--- src/rtl/cal_pkg.sv ---
package cal_pkg;
  localparam int DIG_W     = 4;
  localparam int NUM_DIGS  = 4;
  localparam int YEAR_W    = DIG_W * NUM_DIGS;
  localparam int NUM_PAIRS = NUM_DIGS / 2;
  localparam int MON_W     = 4;
  localparam int LEN_W     = 4;

  typedef logic [DIG_W-1:0] bcd_digit_t;

  typedef enum logic [1:0] {
    LEN_28 = 2'd0,
    LEN_29 = 2'd1,
    LEN_30 = 2'd2,
    LEN_31 = 2'd3
  } len_idx_e;
endpackage

--- src/rtl/bcd_pair_div4.sv ---
module bcd_pair_div4
  import cal_pkg::*;
(
  input  bcd_digit_t hi_digit,
  input  bcd_digit_t lo_digit,
  output logic       div4
);
  // 20*k is a multiple of 4; an odd tens digit adds 10, which is 2 mod 4.
  logic hi_odd;
  logic lo_mod4_zero;
  logic lo_mod4_two;

  always_comb begin
    hi_odd       = hi_digit[0];
    lo_mod4_zero = ~lo_digit[1] & ~lo_digit[0];
    lo_mod4_two  =  lo_digit[1] & ~lo_digit[0];
    div4         = (~hi_odd & lo_mod4_zero) | (hi_odd & lo_mod4_two);
  end
endmodule

--- src/rtl/year_leap_rule.sv ---
module year_leap_rule
  import cal_pkg::*;
(
  input  logic [YEAR_W-1:0] year_bcd,
  output logic              leap
);
  logic [NUM_PAIRS-1:0] pair_div4;
  logic                 low_zero;
  logic                 is_century;
  logic                 is_quad_century;

  // Pair 0: tens/ones. Pair 1: thousands/hundreds.
  for (genvar p = 0; p < NUM_PAIRS; p++) begin : g_pair
    bcd_pair_div4 u_div4 (
      .hi_digit (year_bcd[(2*p+1)*DIG_W +: DIG_W]),
      .lo_digit (year_bcd[(2*p)*DIG_W   +: DIG_W]),
      .div4     (pair_div4[p])
    );
  end

  always_comb begin
    low_zero        = ~|year_bcd[2*DIG_W-1:0];
    is_century      = low_zero;
    is_quad_century = low_zero & pair_div4[1];
    leap            = (pair_div4[0] & ~is_century) | is_quad_century;
  end

  always_comb begin
    assert_century_not_leap_R3 : assert (!(is_century && !is_quad_century) || !leap);
    assert_quad_century_leap_R4 : assert (!is_quad_century || leap);
    assert_not_div4_not_leap_R5 : assert (pair_div4[0] || !leap);
  end
endmodule

--- src/rtl/month_len_decode.sv ---
module month_len_decode
  import cal_pkg::*;
(
  input  logic [MON_W-1:0] month,
  input  logic             leap,
  output logic [LEN_W-1:0] days_onehot
);
  logic month_valid;

  always_comb begin
    days_onehot = '0;
    month_valid = 1'b1;
    case (month)
      4'd2:                        days_onehot[leap ? LEN_29 : LEN_28] = 1'b1;
      4'd4, 4'd6, 4'd9, 4'd11:     days_onehot[LEN_30] = 1'b1;
      4'd1, 4'd3, 4'd5, 4'd7,
      4'd8, 4'd10, 4'd12:          days_onehot[LEN_31] = 1'b1;
      default:                     month_valid = 1'b0;
    endcase
  end

  always_comb begin
    assert_at_most_one_R10 : assert ($onehot0(days_onehot));
    assert_valid_has_one_R10 : assert (!((month >= 4'd1) && (month <= 4'd12)) || ($countones(days_onehot) == 1));
    assert_bad_month_dark_R9 : assert (month_valid || (days_onehot == '0));
  end
endmodule

--- src/rtl/cal_month_days.sv ---
module cal_month_days
  import cal_pkg::*;
(
  input  logic [15:0] year_bcd,
  input  logic [3:0]  month,
  output logic        leap_year,
  output logic [3:0]  days_onehot
);
  logic leap_w;

  year_leap_rule u_leap (
    .year_bcd (year_bcd),
    .leap     (leap_w)
  );

  month_len_decode u_len (
    .month       (month),
    .leap        (leap_w),
    .days_onehot (days_onehot)
  );

  assign leap_year = leap_w;

  always_comb begin
    assert_feb_follows_leap_R6 : assert ((month != 4'd2) || (days_onehot == (leap_year ? 4'b0010 : 4'b0001)));
  end
endmodule

--- config.mk ---
export PLATFORM = sky130hd
export DESIGN_NAME = cal_month_days
export DESIGN_NICKNAME = d
export VERILOG_FILES = /design/src/rtl/cal_pkg.sv /design/src/rtl/bcd_pair_div4.sv /design/src/rtl/year_leap_rule.sv /design/src/rtl/month_len_decode.sv /design/src/rtl/cal_month_days.sv
export SDC_FILE = /design/constraint.sdc
export NUM_CORES = 1
export LEC_CHECK = 0
export ABC_CLOCK_PERIOD_IN_PS = 1300
export BUFFER_PORTS_ARGS = -buffer_cell sky130_fd_sc_hd__buf_4
export CORE_AREA = 2 2 39 41
export DETAILED_ROUTE_END_ITERATION = 8
export DIE_AREA = 0 0 41 43
export GPL_ROUTABILITY_DRIVEN = 0
export RECOVER_POWER = 50
export SYNTH_ARGS = -nofsm -noshare
export SYNTH_HDL_FRONTEND = slang
export SYNTH_SLANG_ARGS = --single-unit
--- constraint.sdc ---
create_clock -name vclk -period 1.3
set_input_delay 0.26 -clock vclk [all_inputs]
set_output_delay 0.26 -clock vclk [all_outputs]
set_load 0.01 [all_outputs]
Word-level counts from Yosys, hierarchy flattened
Cells that the tools add are included.
{ "totals": {"register_bits": 0, "output_inout_bits": 5} }
{ "op_classes": {"order_cmp": 2, "n_eq_ne": 12, "muxes": 6, "n_bitwise": 19, "n_reduce_logical": 5} }
{ "op_table": {"columns": ["cell", "n"], "rows": [
  ["4-bit == test, second input constant", 5],
  ["4-bit by 3-bit == test with 1-bit output, second input constant", 4],
  ["1-bit bitwise AND", 10],
  ["4-bit by 2-bit == test with 1-bit output, second input constant", 2],
  ["8-bit OR reduction", 1],
  ["7-bit OR reduction", 1],
  ["1-bit inverter", 6],
  ["4-bit by 1-bit == test with 1-bit output, second input constant", 1],
  ["1-bit case mux with 2 select lines", 2],
  ["4-bit OR reduction", 1],
  ["2-bit by 3-bit < comparator with 1-bit output, second input constant", 1],
  ["1-bit OR", 3],
  ["1-bit demux with 2-bit select", 1],
  ["2-bit by 1-bit greater-or-equal comparator with 1-bit output, second input constant", 1],
  ["1-bit 2-to-1 mux", 2],
  ["2-bit 2-to-1 mux", 1],
  ["1-bit logical AND", 1],
  ["1-bit zero test", 1]
]} }

Longest topological paths before layout
Gate-level depths: netlist of run 1.
{ "logic_depth": {"depth_word": 12, "ltp_mapped": 3, "depth_no_buf": 3} }

Modules after synthesis
A second synthesis of run 1 with hierarchy kept.
{ "unflattened": {"hier_cells": 18, "area_unflattened_um2": 141.4} }
{ "by_module_without_submodules": {"columns": ["mod", "n_inst", "cells_each", "area_each_um2"], "rows": [
  ["month_len_decode", 1, 10, 85.1],
  ["year_leap_rule", 1, 4, 31.3],
  ["bcd_pair_div4", 2, 2, 12.5]
]} }

Worst setup path after synthesis of run 1
Ideal clock, no wire load.
{ "synth_timing": {"path_type": "input port to output port", "start": "input port year_bcd[9]", "end": "output port days_onehot[1]", "arrival_time_ns": 0.976, "required_time_ns": 1.040, "slack_ns": 0.064, "cell_stages": 3, "path_buffers": 0, "path_cell_list": "xor2_1 -> o211a_1 -> nor4b_2"} }
{ "synth_via": {"elab_chain_cells": 12} }
{ "synth_rtl": {"columns": ["item", "line", "text"], "rows": [
  ["start: declaration", "cal_month_days.sv:4", "input logic [15:0] year_bcd,"],
  ["1-bit inverter", "bcd_pair_div4.sv:15", "lo_mod4_zero = ~lo_digit[1] & ~lo_digit[0];"],
  ["1-bit bitwise AND", "bcd_pair_div4.sv:15", null],
  ["1-bit bitwise AND", "bcd_pair_div4.sv:17", "div4 = (~hi_odd & lo_mod4_zero) | (hi_odd & lo_mod4_two);"],
  ["1-bit OR *", "bcd_pair_div4.sv:17", null],
  ["1-bit bitwise AND *", "year_leap_rule.sv:24", "is_quad_century = low_zero & pair_div4[1];"],
  ["1-bit OR *", "year_leap_rule.sv:25", "leap = (pair_div4[0] & ~is_century) | is_quad_century;"],
  ["1-bit 2-to-1 mux *", "month_len_decode.sv:14", "4'd2: days_onehot[leap ? LEN_29 : LEN_28] = 1'b1;"],
  ["2-bit by 3-bit < comparator with 1-bit output (implied by the code) / 2-bit by 1-bit greater-or-equal comparator with 1-bit output (equally long branches)", "month_len_decode.sv:14", null],
  ["1-bit logical AND (implied by the code)", "month_len_decode.sv:14", null],
  ["1-bit 2-to-1 mux", "month_len_decode.sv:14", null],
  ["1-bit demux with 2-bit select *", null, null],
  ["2-bit 2-to-1 mux *", "month_len_decode.sv:13", "case (month)"],
  ["end: declaration", "cal_month_days.sv:7", "output logic [3:0] days_onehot"]
]} }
Every way passes the cells marked *; elsewhere a longest branch is shown, timed or not.

Final worst setup path of run 1
{ "layout_timing": {"start": "input port year_bcd[9]", "end": "output port days_onehot[0]"} }
Same word-level chain as after synthesis.

==> metrics list, run 1 <==
- Detailed-route DRC error count: 0
* Worst-Margin Slew: 0.287 ns
- In this design, the critical path's most frequently occurring cell is sky130_fd_sc_hd__buf_6.
- Overall via count from detail_route: 224
- IR analysis of the VDD net gives a maximum drop of 0.0980 mV.
- Measured against its own limit, the worst slew margin works out to 80.8%.
- Die X: 41 um
- Multi-input gate area: 136 sq um
- For this run, the number of Yosys warnings is 0.
- Leakage: 0.168 nW
- Endpoints failing hold: 0
- Using the TritonRoute via totals, the vias-per-cell ratio works out to 4.07.
* FF/Latch Area: 0 sq um
- In the synthesized netlist, the number of instances is 15.
* Post-route non-filler standard cell count: 55
- Slowest-stage cell, CP: sky130_fd_sc_hd__o31a_1
- Counting I/O delays and the setup requirement, the final critical path takes 1.43 ns.
* Wire length per cell after detailed routing: 9.11 um
- RSZ-0062 raised after global routing: true
* Cell area after synthesis: 113 sq um
- The area growth from synthesis to layout is 209%.
- Crit. End Element: primary output
* Layout filler cell count: 155
- In this design, the largest share of critical-path delay is due to compound AO/OA/AOI/OAI gates.
- Seq cells: 0
- The worst hold path was traced through 4 stages.
* Cell Chain, Critical Path: buf_6 > xor2_1 > o211a_1 > o31a_1 > buf_6
- The final reports fail on negative setup slack.
- For this design the ratio of total power to cell area is 273 mW/mm^2.
- In this run the standard cell core region covers 0.00138 sq mm.
- The count of nets left with antenna violations once routing finished came out at 0.
- Of the available clock period, the critical path in the final layout requires 110%.
- Of the cells placed in the final design, the portion with a size suffix greater than 1 is 69.2%.
* Startpoint of the worst hold path: month[3]
- In the post-route analysis, the smallest setup slack over all paths is -0.131 ns.
- Setup-violating endpoint count in the final report: 3
- Max-cap violations: 0
- Hold Crit Class: input pin to primary output
- Detailed placer's ending HPWL: 428 um
- Entering global routing, the biggest net connects 5 pins.
- The critical path is of the input pin to primary output type.
- From bottom edge to top edge, the die measures 43 um.
- Syn_nets: 35
* WL final: 501 um
- Critical path startpoint category: input pin
- The first global-routing pass estimated 676 um of wire.
- The die covers 0.00176 sq mm.
- Number of I/O pins: 25
- During placement, the flow inserted port buffers numbering 20.
* Count of distinct cell types in the synthesized netlist: 13
* Vias in the first global route: 205
* Buf/Inv on CP: 2
* Achievable clock frequency: 699 MHz
- For this run, the slowest stage of the critical path takes 0.31 ns.
- The run finished, with violations left.
* Data required time of the worst path: 1.04 ns
- Of the synthesized area, sequential elements account for 0%.
- Average cell area after synthesis: 7.51 sq um
- At the worst endpoint, the arrival time is 1.17 ns.
* Post-route design area: 348 sq um
* Global router's overall resource usage: 5.19%
* Most used cells in the layout excluding fill and tap cells: sky130_fd_sc_hd__buf_4 (20), sky130_fd_sc_hd__buf_6 (3), sky130_fd_sc_hd__xor2_1 (2), sky130_fd_sc_hd__nor4b_2 (2)
- Worst min-delay path endpoint: days_onehot[0]
- The first routing iteration left 0 violations.
- The total overflow left after global routing is 0.
- Leaving out fill and tap cells, the most frequent cell in the layout is sky130_fd_sc_hd__buf_4.
- Std-Cell Rows: 14
- Final Core Density: 25.1%
- Once placement completed, the tool counted placed cells totaling 55.
* Clock buffers: 0
- Pins over their slew limit: 0
- DP Area: 313 sq um
- Pre-Repair DR Iteration Count: 1
- Final net count: 61
- The number of antenna diodes in the final layout is 0.
* Antenna violations before repair: 0
- For this configuration, the core starts out at a cell density of 8.14%.
* Largest fanout of any net on the critical path: 3
==> per-layer routing <==
layer  up-vias  share of wire (%)  GRT usage (%)
met5         -                  0              0
li1        111                  -              -
met1        93                 39           5.06
met3         0                 14              0
met4         0                  0              0
met2        20                 48           11.3
==> cells in the mapped netlist <==
| cell type | instances | area, sq um |
|---|---|---|
| sky130_fd_sc_hd__a21o_1 | 1 | 7.51 |
| sky130_fd_sc_hd__xor2_1 | 2 | 17.5 |
| sky130_fd_sc_hd__nor4_1 | 2 | 12.5 |
| sky130_fd_sc_hd__o21ai_0 | 1 | 5.00 |
| sky130_fd_sc_hd__nor3_1 | 1 | 5.00 |
| sky130_fd_sc_hd__o31a_1 | 1 | 8.76 |
| sky130_fd_sc_hd__nor4b_2 | 1 | 15.0 |
| sky130_fd_sc_hd__o211a_1 | 1 | 10.0 |
| sky130_fd_sc_hd__nor4b_1 | 1 | 8.76 |
| sky130_fd_sc_hd__nand2_1 | 1 | 3.75 |
| sky130_fd_sc_hd__inv_1 | 1 | 3.75 |
| sky130_fd_sc_hd__a211oi_1 | 1 | 7.51 |
| sky130_fd_sc_hd__nand3b_1 | 1 | 7.51 |
==> what timing repair did <==
action                     4_1_cts  5_1_grt
hold buffers                     0        0
pin swaps                        1        1
setup buffers                    0        0
setup endpoints to repair        3        3
gates resized for setup          7        0
==> how the worst max path moves through the flow <==
stage                 from        endpoint  cells past startpoint
2_1_floorplan  year_bcd[9]  days_onehot[1]                      3
3_3_place_gp   year_bcd[5]  days_onehot[0]                      5
3_5_place_dp      month[0]  days_onehot[1]                      4
4_1_cts        year_bcd[9]  days_onehot[0]                      5
5_1_grt        year_bcd[9]  days_onehot[0]                      5
6_report       year_bcd[9]  days_onehot[0]                      5
==> logic make-up (layout without fill, tap and decap cells) <==
family	count (synthesis)	after routing	synth area share [%]
xor gates and xnor gates	2	2	15.6
and+or+nand+nor	7	7	46.7
buffers and inverters	1	25	3.33
AOI/OAI and AO/OA	5	5	34.4
==> worst min-delay path: stages <==
cell and delay, ns:
sky130_fd_sc_hd__buf_4 0.09, sky130_fd_sc_hd__nor4b_2 0.04, sky130_fd_sc_hd__o31a_1 0.10, sky130_fd_sc_hd__buf_6 0.11
==> stage by stage <==
| step | hold WS [ns] | setup WS (ns) | setup TNS, ns | power (W) |
|---|---|---|---|---|
| 2_1_floorplan | 0.554 | 0.0645 | 0 | 0.0000218 |
| 3_3_place_gp | 0.881 | -0.142 | -0.363 | 0.0000852 |
| 3_5_place_dp | 0.885 | -0.191 | -0.484 | 0.0000869 |
| 4_1_cts | 0.869 | -0.134 | -0.319 | 0.0000977 |
| 5_1_grt | 0.887 | -0.164 | -0.409 | 0.000102 |
| 6_report | 0.869 | -0.131 | -0.310 | 0.0000948 |
==> final cells by class <==
cell class                 count  share of cell area, %
inverter                       1                   1.08
multi-input combinational     14                   39.2
tap                           16                   5.76
timing repair buffer          24                   54.0
==> power breakdown <==
part / internal, W / switching (W) / total, W
combinational: 0.0000579 / 0.0000369 / 0.0000948
clock: 0 / 0 / 0
sequential: 0 / 0 / 0
(Power assumes the default switching activity.)
==> run 2, diff against run 1 <==
--- a/config.mk
+++ b/config.mk
@@ -5,7 +5,7 @@
 export SDC_FILE = /design/constraint.sdc
 export NUM_CORES = 1
 export LEC_CHECK = 0
-export ABC_CLOCK_PERIOD_IN_PS = 1300
+export ABC_CLOCK_PERIOD_IN_PS = 1850
 export BUFFER_PORTS_ARGS = -buffer_cell sky130_fd_sc_hd__buf_4
 export CORE_AREA = 2 2 39 41
 export DETAILED_ROUTE_END_ITERATION = 8
==> constraint.sdc (replaced) <==
create_clock -name vclk -period 1.85
set_input_delay 0.37 -clock vclk [all_inputs]
set_output_delay 0.37 -clock vclk [all_outputs]
set_load 0.01 [all_outputs]
==> run 2 against run 1 <==
Compared with the run above:
- the run now ends clean
- non-clock buffer count decreased by 4
- final cell count decreased by 7.3%
- clock-buffer cell count unchanged
- combinational power decreased by 46%
- total power decreased by 46%
==> metrics list, run 2 (synthesized netlist as in run 1, its figures left out) <==
- The flow ran to the end, and the final reports show no timing, DRC or antenna violations.
- The worst setup path is launched from an input pin.
- FF/Latch Area: 0 sq um
- 0 antenna diodes ended up in the layout.
* Seq cells: 0
* Wire length per cell after detailed routing: 8.16 um
- The routed layout has 209 vias.
- Detailed-route DRC error count: 0
- The first global-routing pass estimated 572 um of wire.
- For this block, the routed nets add up to 416 um of wire.
- Antenna violations before repair: 0
- Global router's overall resource usage: 4.20%
* Pre-Repair DR Iteration Count: 4
- STA puts the critical path data arrival time at 1.30 ns.
* Number of routed nets with antenna violations: 0
- Multi-input gate area: 109 sq um
* Vias in the first global route: 179
- The final count of pins violating max slew is 0.
- Hold buffer count at cts: 0
- Across the run, the number of max-cap violations was 0.
- The library cell used most frequently in the layout, excluding fill and tap cells, is sky130_fd_sc_hd__buf_4.
* Setup-violating endpoint count in the final report: 0
* Endpoints failing hold: 0
- Clock buffers: 0
- Global routing consumed, on the met2 layer, 8.75% of the routing resources.
- Global routing finished with a remaining overflow of 0.
* Placeable core region: 0.00138 sq mm
* Leakage: 0.138 nW
- The global routing stage identified its most utilized layer as met2.
- Layout filler cell count: 158
* Layout area overhead: 144%
- Slowest-stage cell, CP: sky130_fd_sc_hd__nor4_1
- Met3 layer usage reported by global route: 0.524%
- Power density over cell area: 186 mW/mm^2
- Die X: 41 um
- Total Power Consumption: 0.0000513 W
- Buffers added to address setup during post-CTS repair amount to 0.
* CP Class: input pin to primary output
- Via-per-instance ratio: 4.10
* Largest net degree at the start of global routing: 6
* Number of placed instances with taps included: 51
* Worst-Margin Slew: 0.332 ns
- Once placement finished, the instance area stood at 283 sq um.
- Walking the worst path, the cells encountered are buf_4 > nor4_1 > o211a_1 > o31a_1 > buf_4.
- Global routing consumed, on the met1 layer, 4.11% of the routing resources.
- Buffers placed on the I/O ports in this run total 20.
- RSZ-0062 raised after global routing: false
- Detailed placer's ending HPWL: 389 um
- Die span in y: 43 um
* Min-Delay Path Depth: 3
- In the final layout, the share of cells above drive strength 1 is 54.3%.
* Post-cts sizing count: 0
* Final net count: 57
- Achievable clock frequency: 598 MHz
- Std-Cell Rows: 14
- Data required time of the worst path: 1.48 ns
- Hold Crit Class: input pin to primary output
* Worst VDD drop: 0.0491 mV
- The die covers 0.00176 sq mm.
- For the finished layout, the period the worst path requires is 1.67 ns.
* Total Negative Setup Slacks: 0 ns
- Summing all non-filler instances in the final layout gives an area of 275 sq um.
- The top cell types in the final layout, fill and taps aside, are sky130_fd_sc_hd__buf_4 (18), sky130_fd_sc_hd__xor2_1 (2), sky130_fd_sc_hd__nor4_1 (2), sky130_fd_sc_hd__clkbuf_1 (2).
* Largest fanout of any net on the critical path: 4
- The worst setup path is captured at a primary output.
* Crit path largest cell delay: 0.30 ns
- After the first detailed-routing iteration, the DRC count stood at 1.
- The cell that appears most often on the critical path is sky130_fd_sc_hd__buf_4.
* Number of I/O pins: 25
- Share of the cycle needed by the critical path after routing: 90.5%
- Once the floorplan was initialized, standard cells occupied 8.14% of the core.
- Post-route non-filler standard cell count: 51
* Slew headroom: 77.6%
run 2: per-stage QoR:
| step | utilization [%] | setup slack, ns | hold WS, ns |
|---|---|---|---|
| final | 19.9 | 0.176 | 1.02 |
| after global routing | 19.9 | 0.0535 | 1.04 |
| after CTS | 20.4 | 0.153 | 1.02 |
| after detailed placement | 20.4 | 0.159 | 1.02 |
| after global placement | 20.4 | 0.170 | 1.02 |
| after floorplan | - | 0.394 | 0.774 |
run 2: path summary, 6_finish.rpt:
kind              slack, ns        endpoint         from
setup / recovery       0.18  days_onehot[0]  year_bcd[0]
hold / removal         1.02  days_onehot[1]  year_bcd[0]
run 2: critical path, delay by kind of cell:
family          cells  cell delay, ns
simple gates        1            0.30
compound gates      2            0.39
buf+inv             2            0.24
run 2: cell type report:
cell class	instances	share of cell area [%]
tap	16	7.27
inverter	1	1.36
multi-input combinational	14	39.5
timing repair buffer	20	51.8
run 2: routing by layer:
layer | share of wire (%) | up-vias | wire length (um)
met4 | 0 | 0 | 0
met3 | 21 | 0 | 87
met5 | 0 | - | 0
li1 | - | 103 | -
met1 | 37 | 86 | 153
met2 | 42 | 20 | 176
run 2: power breakdown:
part           total (W)  internal (W)  switching [W]
Combinational  0.0000513     0.0000310      0.0000204
Clock                  0             0              0
Sequential             0             0              0
Total          0.0000513     0.0000310      0.0000204
==> run 3, diff against run 2 <==
--- a/config.mk
+++ b/config.mk
@@ -11,7 +11,6 @@
 export DETAILED_ROUTE_END_ITERATION = 8
 export DIE_AREA = 0 0 41 43
 export GPL_ROUTABILITY_DRIVEN = 0
-export RECOVER_POWER = 50
 export SYNTH_ARGS = -nofsm -noshare
 export SYNTH_HDL_FRONTEND = slang
 export SYNTH_SLANG_ARGS = --single-unit
==> run 3 against run 2 <==
Compared with the run above:
- non-clock buffer count unchanged
- sequential share of layout area is the same
- critical endpoint unchanged
- fmax unchanged
- largest power group unchanged
- via count is 0.48% lower
- critical path depth stayed put
- sequential cell count unchanged
- highest routed layer unchanged
==> metrics list, run 3 (synthesized netlist as in run 1, its figures left out) <==
- 0 antenna diodes ended up in the layout.
* Initial cell density of the core: 8.14%
- The path with the worst hold slack has its endpoint at days_onehot[1].
* Std-Cell Rows: 14
- Setup violations remaining at the end of the flow were counted as 0.
* GR Overflow Total: 0
- Slew headroom: 77.6%
- Share of the cycle needed by the critical path after routing: 90.5%
- Final Core Density: 20.4%
- The number of hold violations in the final report is 0.
* First-pass GRT wire length: 572 um
- The library cells used most frequently in the layout, excluding fill and tap cells, are sky130_fd_sc_hd__buf_4 (20), sky130_fd_sc_hd__xor2_1 (2), sky130_fd_sc_hd__nor4_1 (2).
- Setup slack closes at 0.176 ns.
* Layout area overhead: 151%
* Placeable core region: 0.00138 sq mm
* Total Die Area: 0.00176 sq mm
- Place WS: 0.159 ns
- Achievable clock frequency: 598 MHz
- RSZ-0062 raised after global routing: false
- Summed over all layers, the routed wires come to 412 um.
* Data required time of the worst path: 1.48 ns
* Number of buffers added on ports: 20
- Power density over cell area: 191 mW/mm^2
- Die span in y: 43 um
- Pre-Repair DR Iteration Count: 4
- By startpoint and endpoint, the worst setup path is classified as input pin to primary output.
- FF/Latch Area: 0 sq um
- Hold Crit Class: input pin to primary output
- Vias in the first global route: 179
- The routed layout has 208 vias.
* DRT iter0 DRCs: 1
* Total Negative Setup Slacks: 0 ns
- Global routing used 4.20% of the available tracks.
* Antenna violations before repair: 0
* Arrival time worst endpoint: 1.30 ns
- Number of routed nets with antenna violations: 0
* Outcome: finished, final reports clean
* Detailed placer's ending HPWL: 389 um
- Among all stages on the critical path, the largest delay is contributed by sky130_fd_sc_hd__nor4_1.
- Max-cap violations: 0
- On the worst path, the slowest cell contributes a delay of 0.30 ns.
- In the final layout, the share of cells above drive strength 1 is 60.0%.
* Hold buffer count at cts: 0
* Largest fanout of any net on the critical path: 4
* Via-per-instance ratio: 4.08
- Seq cells: 0
- 25 I/O pins were placed.
- Post-cts sizing count: 0
* Clock buffers: 0
- In this run the most critical hold path is launched from year_bcd[0].
* Worst-Margin Slew: 0.332 ns
- In this design, the critical path's most frequently occurring cell is sky130_fd_sc_hd__buf_4.
* Largest net degree at the start of global routing: 6
- Leading cell type in the layout, fill and taps excluded: sky130_fd_sc_hd__buf_4
- Critical path startpoint category: input pin
- STA classifies the critical path endpoint as a primary output.
- Die X: 41 um
- Detailed-route DRC error count: 0
- Traced cell by cell, the critical path runs through buf_4 > nor4_1 > o211a_1 > o31a_1 > buf_4.
- Dividing the detail-routed wire length by the instance count gives 8.08 um.
- Counting instances, the worst hold path has a depth of 3.
- Post-CTS timing repair inserted 0 buffers for setup.
- Worst VDD drop: 0.0492 mV
* Final net count: 57
- For this design the static power due to leakage is 0.146 nW.
- The routed design could run at a clock period as short as 1.67 ns.
* Pins over their slew limit: 0
run 3: cell count changes in the layout (fill, tap and decap cells not counted):
cell / delta
sky130_fd_sc_hd__clkbuf_1: -2
sky130_fd_sc_hd__buf_4: +2
run 3: layer usage:
layer | share of wire (%) | up-vias | GRT usage, %
met1 | 35 | 85 | 4.11
met4 | 0 | 0 | 0
met3 | 22 | 0 | 0.524
met5 | 0 | - | 0
li1 | - | 103 | -
met2 | 43 | 20 | 8.75
run 3: power breakdown:
group / switching [W] / internal (W) / total [W]
clock network: 0 / 0 / 0
registers: 0 / 0 / 0
logic: 0.0000204 / 0.0000335 / 0.0000539
run 3: through the flow:
step | instance area [sq um] | total power (W) | hold slack, ns | std cells
after floorplan | 113 | 0.0000153 | 0.774 | 15
after global placement | 283 | 0.0000536 | 1.02 | 51
after detailed placement | 283 | 0.0000544 | 1.02 | 51
after CTS | 283 | 0.0000546 | 1.02 | 51
after global routing | 283 | 0.0000582 | 1.04 | 51
final | 283 | 0.0000539 | 1.02 | 51
run 3: cell type report:
class / instances / area [sq um]
timing repair buffer: 20 / 150
fill: 154 / 1100
inverter: 1 / 3.75
tap: 16 / 20.0
multi-input combinational: 14 / 109
run 3: critical path: cells and delay by family:
| family | cells | cell delay (ns) |
|---|---|---|
| and+or+nand+nor | 1 | 0.30 |
| AOI/OAI and AO/OA | 2 | 0.39 |
| buffers and inverters | 2 | 0.24 |
run 3: worst max path at each step:
stage / startpoint / endpoint / slack, ns / cells after the start
6_report: year_bcd[0] / days_onehot[0] / 0.18 / 5
5_1_grt: month[0] / days_onehot[1] / 0.05 / 4
4_1_cts: month[0] / days_onehot[1] / 0.15 / 4
3_5_place_dp: month[0] / days_onehot[1] / 0.16 / 4
3_3_place_gp: year_bcd[0] / days_onehot[0] / 0.17 / 5
2_1_floorplan: year_bcd[9] / days_onehot[1] / 0.39 / 3
